===== src/rtl/pptb_pkg.sv =====
// Package: shared geometry and helpers for the transpose store.
// Assumes the block side is at least 2 so index widths are non-zero.
package pptb_pkg;
    // Number of banks in the ping-pong pair.
    localparam int unsigned NUM_BANKS = 2;

    // Address inside a bank for a given row and column.
    function automatic int unsigned cell_addr(int unsigned row, int unsigned col, int unsigned dim);
        return row * dim + col;
    endfunction
endpackage


===== src/rtl/pptb_bank.sv =====
// Module: one bank of block storage.
// One synchronous write port and one combinational read port.
// Assumes the controller never writes and reads the same bank in one cycle.
module pptb_bank #(
    parameter int unsigned DIM    = 8,
    parameter int unsigned DATA_W = 16,
    localparam int unsigned DEPTH = DIM * DIM,
    localparam int unsigned AW    = $clog2(DEPTH)
) (
    input  logic                     clk,
    input  logic                     wr_en,
    input  logic [AW-1:0]            wr_addr,
    input  logic signed [DATA_W-1:0] wr_data,
    input  logic [AW-1:0]            rd_addr,
    output logic signed [DATA_W-1:0] rd_data
);
    logic signed [DATA_W-1:0] mem_q [DEPTH];

    // Store one element when the bank is the write target.
    always_ff @(posedge clk) begin
        if (wr_en) begin
            mem_q[wr_addr] <= wr_data;
        end
    end

    // Present the addressed element without a register stage.
    always_comb begin
        rd_data = mem_q[rd_addr];
    end
endmodule


===== src/rtl/pptb_seq.sv =====
// Module: address sequencer for one side of the store.
// It walks an inner and an outer index across the block.
// COL_MAJOR=0: the outer index is the row, so the walk is row-major (write side).
// COL_MAJOR=1: the outer index is the column, so the walk is column-major (read side).
// Assumes step is only asserted on an accepted transfer.
module pptb_seq #(
    parameter int unsigned DIM       = 8,
    parameter bit          COL_MAJOR = 1'b0,
    localparam int unsigned DEPTH    = DIM * DIM,
    localparam int unsigned AW       = $clog2(DEPTH),
    localparam int unsigned IW       = $clog2(DIM)
) (
    input  logic          clk,
    input  logic          rst_n,
    input  logic          step,
    output logic [AW-1:0] addr,
    output logic          last
);
    logic [IW-1:0] inner_q;
    logic [IW-1:0] outer_q;
    logic          inner_end;

    assign inner_end = (inner_q == IW'(DIM - 1));
    assign last      = inner_end && (outer_q == IW'(DIM - 1));

    // Advance the inner index and carry into the outer index at its end.
    always_ff @(posedge clk) begin
        if (!rst_n) begin
            inner_q <= '0;
            outer_q <= '0;
        end else if (step) begin
            if (inner_end) begin
                inner_q <= '0;
                outer_q <= last ? '0 : outer_q + 1'b1;
            end else begin
                inner_q <= inner_q + 1'b1;
            end
        end
    end

    // Map the index pair onto a bank address according to the walk order.
    generate
        if (COL_MAJOR) begin : g_col
            always_comb begin
                addr = AW'(pptb_pkg::cell_addr(int'(inner_q), int'(outer_q), DIM));
            end
        end else begin : g_row
            always_comb begin
                addr = AW'(pptb_pkg::cell_addr(int'(outer_q), int'(inner_q), DIM));
            end
        end
    endgenerate
endmodule


===== src/rtl/pptb_ctrl.sv =====
// Module: bank ownership control.
// Holds a full flag per bank and a one-bit selector for each side.
// A bank is marked full on its last write and marked empty on its last read.
// Assumes the write selector always names an empty bank when it writes and
// the read selector always names a full one when it reads, so the two
// updates never touch the same flag on one edge.
module pptb_ctrl (
    input  logic clk,
    input  logic rst_n,
    input  logic in_valid,
    input  logic out_ready,
    input  logic wr_last,
    input  logic rd_last,
    output logic in_ready,
    output logic out_valid,
    output logic wr_fire,
    output logic rd_fire,
    output logic wr_sel,
    output logic rd_sel
);
    logic [pptb_pkg::NUM_BANKS-1:0] full_q;
    logic                           wr_sel_q;
    logic                           rd_sel_q;

    assign in_ready  = !full_q[wr_sel_q];
    assign out_valid = full_q[rd_sel_q];
    assign wr_fire   = in_valid && in_ready;
    assign rd_fire   = out_valid && out_ready;
    assign wr_sel    = wr_sel_q;
    assign rd_sel    = rd_sel_q;

    // Hand a bank over at each block boundary, in either direction.
    always_ff @(posedge clk) begin
        if (!rst_n) begin
            full_q   <= '0;
            wr_sel_q <= 1'b0;
            rd_sel_q <= 1'b0;
        end else begin
            if (wr_fire && wr_last) begin
                full_q[wr_sel_q] <= 1'b1;
                wr_sel_q         <= ~wr_sel_q;
            end
            if (rd_fire && rd_last) begin
                full_q[rd_sel_q] <= 1'b0;
                rd_sel_q         <= ~rd_sel_q;
            end
        end
    end
endmodule


===== src/rtl/pp_transpose_buf.sv =====
// Module: double-banked transpose store.
// It takes an 8x8 block written by rows and returns it read by columns.
// Two banks let the writer fill one block while the reader drains the
// previous one. Assumes one transfer per cycle at most on each side.
module pp_transpose_buf #(
    parameter int unsigned DIM    = 8,
    parameter int unsigned DATA_W = 16,
    localparam int unsigned DEPTH = DIM * DIM,
    localparam int unsigned AW    = $clog2(DEPTH)
) (
    input  logic                     clk,
    input  logic                     rst_n,
    input  logic                     in_valid,
    output logic                     in_ready,
    input  logic signed [DATA_W-1:0] in_data,
    output logic                     out_valid,
    input  logic                     out_ready,
    output logic signed [DATA_W-1:0] out_data
);
    logic          wr_fire;
    logic          rd_fire;
    logic          wr_sel;
    logic          rd_sel;
    logic          wr_last;
    logic          rd_last;
    logic [AW-1:0] wr_addr;
    logic [AW-1:0] rd_addr;
    logic signed [DATA_W-1:0] bank_rd [pptb_pkg::NUM_BANKS];

    pptb_ctrl u_ctrl (
        .clk       (clk),
        .rst_n     (rst_n),
        .in_valid  (in_valid),
        .out_ready (out_ready),
        .wr_last   (wr_last),
        .rd_last   (rd_last),
        .in_ready  (in_ready),
        .out_valid (out_valid),
        .wr_fire   (wr_fire),
        .rd_fire   (rd_fire),
        .wr_sel    (wr_sel),
        .rd_sel    (rd_sel)
    );

    pptb_seq #(.DIM(DIM), .COL_MAJOR(1'b0)) u_wr_seq (
        .clk   (clk),
        .rst_n (rst_n),
        .step  (wr_fire),
        .addr  (wr_addr),
        .last  (wr_last)
    );

    pptb_seq #(.DIM(DIM), .COL_MAJOR(1'b1)) u_rd_seq (
        .clk   (clk),
        .rst_n (rst_n),
        .step  (rd_fire),
        .addr  (rd_addr),
        .last  (rd_last)
    );

    generate
        for (genvar b = 0; b < int'(pptb_pkg::NUM_BANKS); b++) begin : g_bank
            logic bank_we;
            // Enable the write only on the bank the producer currently owns.
            always_comb begin
                bank_we = wr_fire && (wr_sel == 1'(b));
            end
            pptb_bank #(.DIM(DIM), .DATA_W(DATA_W)) u_bank (
                .clk     (clk),
                .wr_en   (bank_we),
                .wr_addr (wr_addr),
                .wr_data (in_data),
                .rd_addr (rd_addr),
                .rd_data (bank_rd[b])
            );
        end
    endgenerate

    // Route the consumer-owned bank to the output.
    always_comb begin
        out_data = bank_rd[rd_sel];
    end
endmodule


===== config.mk =====
export PLATFORM = sky130hd
export DESIGN_NAME = pp_transpose_buf
export DESIGN_NICKNAME = d
export VERILOG_FILES = /design/src/rtl/pptb_pkg.sv /design/src/rtl/pptb_bank.sv /design/src/rtl/pptb_seq.sv /design/src/rtl/pptb_ctrl.sv /design/src/rtl/pp_transpose_buf.sv
export SDC_FILE = /design/constraint.sdc
export NUM_CORES = 2
export LEC_CHECK = 0
export BUFFER_PORTS_ARGS = -buffer_cell sky130_fd_sc_hd__buf_2
export CAP_MARGIN = 20
export CORE_MARGIN = 1.5
export CORE_UTILIZATION = 50
export CTS_BUF_LIST = sky130_fd_sc_hd__clkbuf_8
export CTS_CLUSTER_DIAMETER = 50
export DETAILED_ROUTE_END_ITERATION = 8
export PLACE_DENSITY = 0.76
export SYNTH_ARGS = -nofsm -noshare
export SYNTH_HDL_FRONTEND = slang
export SYNTH_SLANG_ARGS = --single-unit

===== constraint.sdc =====
create_clock -name clk -period 3.6 [get_ports clk]
set_input_delay 0.72 -clock clk [delete_from_list [all_inputs] [get_ports clk]]
set_output_delay 0.72 -clock clk [all_outputs]
set_load 0.05 [all_outputs]

# Word level (Yosys, flattened, before mapping)
# Memory sizes are Yosys's and may differ from the RTL's.
# Cells that the tools add are included.
dict set report totals {
  memories 2
  ramBits 2048
  regBits 16
  inputBits 20
  wordCells 65
}
# name depth word_bits read_ports rd_ports_with_merged_regs wr line
set memory_table {}
lappend memory_table {{g_bank[0].u_bank.mem_q} 64 16 1 0 1 pptb_bank.sv:17} ;# logic signed [DATA_W-1:0] mem_q [DEPTH];
lappend memory_table {{g_bank[1].u_bank.mem_q} 64 16 1 0 1 pptb_bank.sv:17}
dict set report op_classes {
  add_sub_neg 6
  n_eq_ne 4
  n_reduce_logical 13
  mux 22
  bitwise 6
  magnitude_cmp 5
}
# op n
set ops {}
lappend ops {{$mux 16} 3}
lappend ops {{$add 3x1->3 const B} 4}
lappend ops {{$add 6x3->6} 2}
lappend ops {{$eq 3x3->1 const B} 4}
lappend ops {{$mux 3} 4}
lappend ops {{$logic_and 1x1->1} 10}
lappend ops {{$mux 1} 10}
lappend ops {{$mux 2} 3}
lappend ops {{$lt 1x2->1 const B} 2}
lappend ops {{$reduce_and 2->1} 2}
lappend ops {{$and 2x2->2} 1}
lappend ops {{$demux 1 s1} 2}
lappend ops {{$ge 1x1->1 const B} 2}
lappend ops {{$ge 2x2->1 const B} 1}
lappend ops {{$not 1->1} 2}
lappend ops {{$not 1->2} 1}
lappend ops {{$not 2->2} 1}
lappend ops {{$or 2x2->2} 1}
lappend ops {{$logic_not 1->1} 1}

# Depth between registers and ports, before layout
dict set report logic_depth {
  ltp_word 9
  depth_mapped 7
  mapped_depth_nobuf 5
}

# By module
# A second synthesis with hierarchy kept.
dict set report unflattened {
  hier_cells 3731
  hier_area_um2 80552.3
}
# module area_per_inst_um2 n_inst cells_per_inst seq_area_each_um2
set modules_own_cells {}
lappend modules_own_cells {pptb_bank 39721.8 2 1813 30749.5}
lappend modules_own_cells {pptb_seq 320.3 2 33 120.1}
lappend modules_own_cells {pp_transpose_buf 261.5 1 20 0.0}
lappend modules_own_cells {pptb_ctrl 206.4 1 19 80.1}

# Worst setup path before layout
# OpenSTA, ideal clock, no wires.
dict set report synth_timing {
  path_kind {register to output}
  from {reg u_rd_seq.outer_q[0]}
  to {out out_data[0]}
  stages_incl_launch_ff 7
  n_path_buf 2
  arrival_time_ns 2.859
  path_slack_ns 0.021
  cell_sequence {dfxtp_1 -> buf_2 -> buf_1 -> mux4_2 -> mux4_2 -> mux4_2 -> mux2_2}
}
dict set report synth_between {
  elab_chain_len 5
}
# item line
set synth_rtl {}
lappend synth_rtl {{start, declared} pptb_seq.sv:20} ;# logic [IW-1:0] outer_q;
lappend synth_rtl {{start signal, assigned} pptb_seq.sv:34} ;# outer_q <= last ? '0 : outer_q + 1'b1;
lappend synth_rtl {{$add 6x3->6 *} pptb_pkg.sv:9} ;# return row * dim + col;
lappend synth_rtl {{$mem_v2 64x16} --}
lappend synth_rtl {{$mux 16 (implied by the code) * (3 in a row)} pp_transpose_buf.sv:81} ;# out_data = bank_rd[rd_sel];
lappend synth_rtl {{end, declared} pp_transpose_buf.sv:18} ;# output logic signed [DATA_W-1:0] out_data
# Mark *: on every way between the ends. The rest lies on a longest branch, timed or not. The select of a mux whose other input is x is not followed.

# Worst setup path after layout
dict set report layout_timing {
  from {reg u_rd_seq.outer_q[0]}
  to {out out_data[5]}
}
# The elaborated chain is that of the path after synthesis.

==> impl_metrics.tcl <==
set metrics [dict create \
    rsz0062_at_grt "true" \
    tns_ns -20.34 \
    drive_above_1_share_pct 37.8 \
    dp_hpwl_mm 111 \
    drt-initial-drc-count 4976 \
    fp.dieH_um 400 \
    cp_cell_sequence "buf_12 -> buf_16 -> buf_12 -> clkbuf_16 -> mux4_2 -> mux4_2 -> mux4_2 -> mux2_4 -> buf_8" \
    finalSetupViolCount 16 \
    clockPowerShare_pct 38.4 \
    r2r_slack_ns 0.95 \
    portBuffers 37 \
    die_w_um 400 \
    drt-pass1-iter-count 6 \
    finalCriticalPeriod_ns 4.93 \
    root_buffer "clkbuf_8" \
    grt_max_degree 129 \
    grt-ovfl-total 0 \
    relSlewSlack_pct 23.4 \
    static-leakage-power_nw 28.1 \
    clock.fmax_mhz 203 \
    grt_pass1_vias 38200 \
    die-area_mm2 0.160 \
    n_fill_cell 10400 \
    critPathRequiredTime_ns 2.88 \
    power_density_mw_per_mm2 485 \
    nets 3731 \
    vias_per_cell 6.33 \
    p_sw_mw 9.05 \
    outcome "finished with violations" \
    reg2reg_from "u_wr_seq.inner_q[1]" \
    yosysSeqAreaShare_pct 78.3 \
    tritoncts "built" \
    clk_latency_ns 0.99 \
    max_stage_delay_ns 0.58 \
    fin_ws_ns -1.33 \
    seq_power_share_pct 60.0 \
    numCtsBuffers 308 \
    vdd_ir_drop_max_uv 422 \
    initial_core_util_pct 50.4 \
    setup.worst_path.end_class "output port" \
    synth-seq-cells 2064 \
    min_path_type "input pin to flip-flop" \
    synth.distinct_cells 30 \
    hold-path-endpoint "u_wr_seq.inner_q[2]" \
    path_class "flip-flop to output port" \
    core_area_mm2 0.157 \
    p_int_mw 35.0 \
    yosysWarnings 0 \
    multiInputGateArea_mm2 0.0165 \
    reg2reg_depth 5 \
    holdWs_ns 0.0994 \
    antenna_left 0 \
    crit_slowest_cell "mux4_2" \
    gp_congestion 0.830 \
    netlist_instances 3155 \
    path_clk_slew_ns 0.06 \
    whs_path_depth 3 \
    finalMaxSlewViolations 0 \
    grt_first_pass_wirelength_mm 274 \
    routed_wl_mm 194 \
    antenna_found_initial 13 \
    h-tree-depth 5 \
    seq_area_mm2 0.0618 \
    worst_pin_slew_ns 1.15 \
    timing_hold_violations_final 0 \
    place_ws_ns -0.411 \
    cts.sinks 2064 \
    dr_total_vias 37800 \
    syn-num-nets 3183 \
    num_rows 145 \
    cp_top_family "multiplexers" \
    skew_ns 0.0441 \
    track_usage_pct 24.1 \
    post_drt_wl_per_cell_um 32.5 \
    power_mw 44.1 \
    yosysTopAreaCellShare_pct 77.9 \
    hp-start "in_valid" \
    p_comb_share_pct 1.6 \
    area_growth_pct 15.1 \
    crit_top_cell "mux4_2" \
    fin_util_pct 58.1 \
    ios 38 \
    drc 0 \
    synth_area_per_cell_um2 25.0 \
    switching_share_pct 20.5 \
    critPathLaunchType "flip-flop" \
    yosysTopAreaCell "edfxtp_1" \
    arrival_ns 4.21 \
    violations "negative setup slack" \
    cts_buffer_depth 4 \
    synth_area_mm2 0.0790 \
    fin_crit_sh_pct 137 \
    critical_path_buf_inv_count 5 \
    path_max_fanout 10 \
    maxCapViolCount 0 \
    ys_top_cells_by_area "edfxtp_1 78%, mux4_2 19%, nor2_1 0.63%, clkbuf_1 0.44%, dfxtp_1 0.41%" \
    r2r-end "g_bank[1].u_bank.mem_q[26][7]" \
]
power groups by stage:
| stage | Clock [mW] | Combinational [mW] | Sequential, mW |
|---|---|---|---|
| floorplan | 0 | 0.129 | 27.0 |
| global placement | 0 | 0.641 | 26.9 |
| detailed placement | 0 | 0.672 | 27.0 |
| CTS | 17.1 | 0.696 | 26.4 |
| global route | 18.1 | 0.735 | 26.4 |
| finish | 16.9 | 0.710 | 26.4 |
final cells by class:
class | count | share of cell area, %
inverter | 13 | 0.0537
antenna | 4 | 0.0110
clock buffer | 317 | 4.80
clock inverter | 198 | 1.02
multi-input combinational | 911 | 18.2
sequential | 2064 | 68.0
timing repair buffer | 405 | 5.12
tap | 2058 | 2.83
state kept, by name (all words and copies together), names as in the netlist:
| name | flops |
|---|---|
| g_bank.u_bank.mem_q | 2048 |
| u_rd_seq.inner_q | 3 |
| u_rd_seq.outer_q | 3 |
| u_wr_seq.inner_q | 3 |
| u_wr_seq.outer_q | 3 |
| u_ctrl.full_q | 2 |
| u_ctrl.rd_sel | 1 |
| u_ctrl.wr_sel | 1 |
cells by family (layout without fill, tap and decap cells):
kind of cell	count (synthesis)	in the layout	synth area share (%)
other	0	4	0
muxes	692	692	19.4
xor gates and xnor gates	2	2	0.0222
AOI/OAI and AO/OA	13	13	0.127
and+or+nand+nor	196	196	1.07
adders and majority gates	8	8	0.127
DFF	2064	2064	78.3
buffers and inverters	180	933	0.950
tightest hold or removal path, cell delays in order:
cell and delay, ns:
buf_2 0.14, nand3_1 0.08, a21boi_0 0.07
repair_timing:
action / in CTS / in global routing
buffers inserted: 36 / 17
gates cloned: 10 / 6
hold buffers: 0 / 0
resized for setup: 86 / 11
endpoints found under the setup margin: 16 / 16
how the worst max path moves through the flow:
stage | endpoint | from | depth (start not counted)
after floorplan | out_data[0] | u_rd_seq.outer_q[0] | 6
after global placement | out_data[1] | u_rd_seq.outer_q[0] | 7
after detailed placement | out_data[10] | u_rd_seq.outer_q[0] | 7
after CTS | out_data[8] | u_rd_seq.outer_q[0] | 10
after global routing | out_data[5] | u_rd_seq.outer_q[0] | 9
final | out_data[5] | u_rd_seq.outer_q[0] | 9
cells in the final DEF, fill, tap and decap left out, drive strengths merged:
cell type / n
edfxtp: 2048
mux4: 672
buf: 396
clkbuf: 323
nor2: 132
clkinv: 105
inv: 97
nand2: 26
mux2: 17
dfxtp: 16
nand3: 10
a21boi: 10
ha: 8
nand3b: 6
or3b: 6
or3: 6
bufinv: 5
diode: 4
clkinvlp: 4
nand4: 3
mux2i: 3
bufbuf: 3
nor2b: 2
xnor2: 2
and2: 2
nor3b: 1
and3b: 1
nand2b: 1
o221a: 1
a41oi: 1
o21ai: 1
layer usage:
| layer | up-vias | global-route usage (%) | part of all wire, % |
|---|---|---|---|
| met2 | 2657 | 38.1 | 49 |
| met5 | - | 0 | 0.049 |
| met1 | 19900 | 32.1 | 35 |
| met3 | 390 | 7.25 | 13 |
| met4 | 14 | 8.79 | 3.6 |
| li1 | 14800 | - | - |
synth_stat cells:
| cell | n |
|---|---|
| nand2b_1 | 1 |
| nor3b_1 | 1 |
| o221a_2 | 1 |
| inv_1 | 12 |
| nor2_1 | 132 |
| buf_1 | 22 |
| o21ai_0 | 1 |
| buf_6 | 1 |
| edfxtp_1 | 2048 |
| clkinv_1 | 1 |
| buf_4 | 1 |
| mux4_2 | 672 |
| and2_1 | 2 |
| xnor2_1 | 2 |
| and3b_1 | 1 |
| nand2_1 | 26 |
| nand3_1 | 10 |
| ha_1 | 8 |
| mux2_2 | 17 |
| a41oi_1 | 1 |
| nand4_1 | 3 |
| a21boi_0 | 10 |
| dfxtp_1 | 16 |
| or3_1 | 6 |
| nor2b_1 | 2 |
| buf_2 | 51 |
| nand3b_1 | 6 |
| clkbuf_1 | 92 |
| mux2i_1 | 3 |
| or3b_2 | 6 |
stage by stage:
step           cells  area [um2]
2_1_floorplan   3155       79000
3_3_place_gp    5383       84300
3_5_place_dp    5383       84300
4_1_cts         5944       90600
5_1_grt         5967       90900
6_report        5970       90900
No activity file was read; power rests on OpenSTA's default activity.
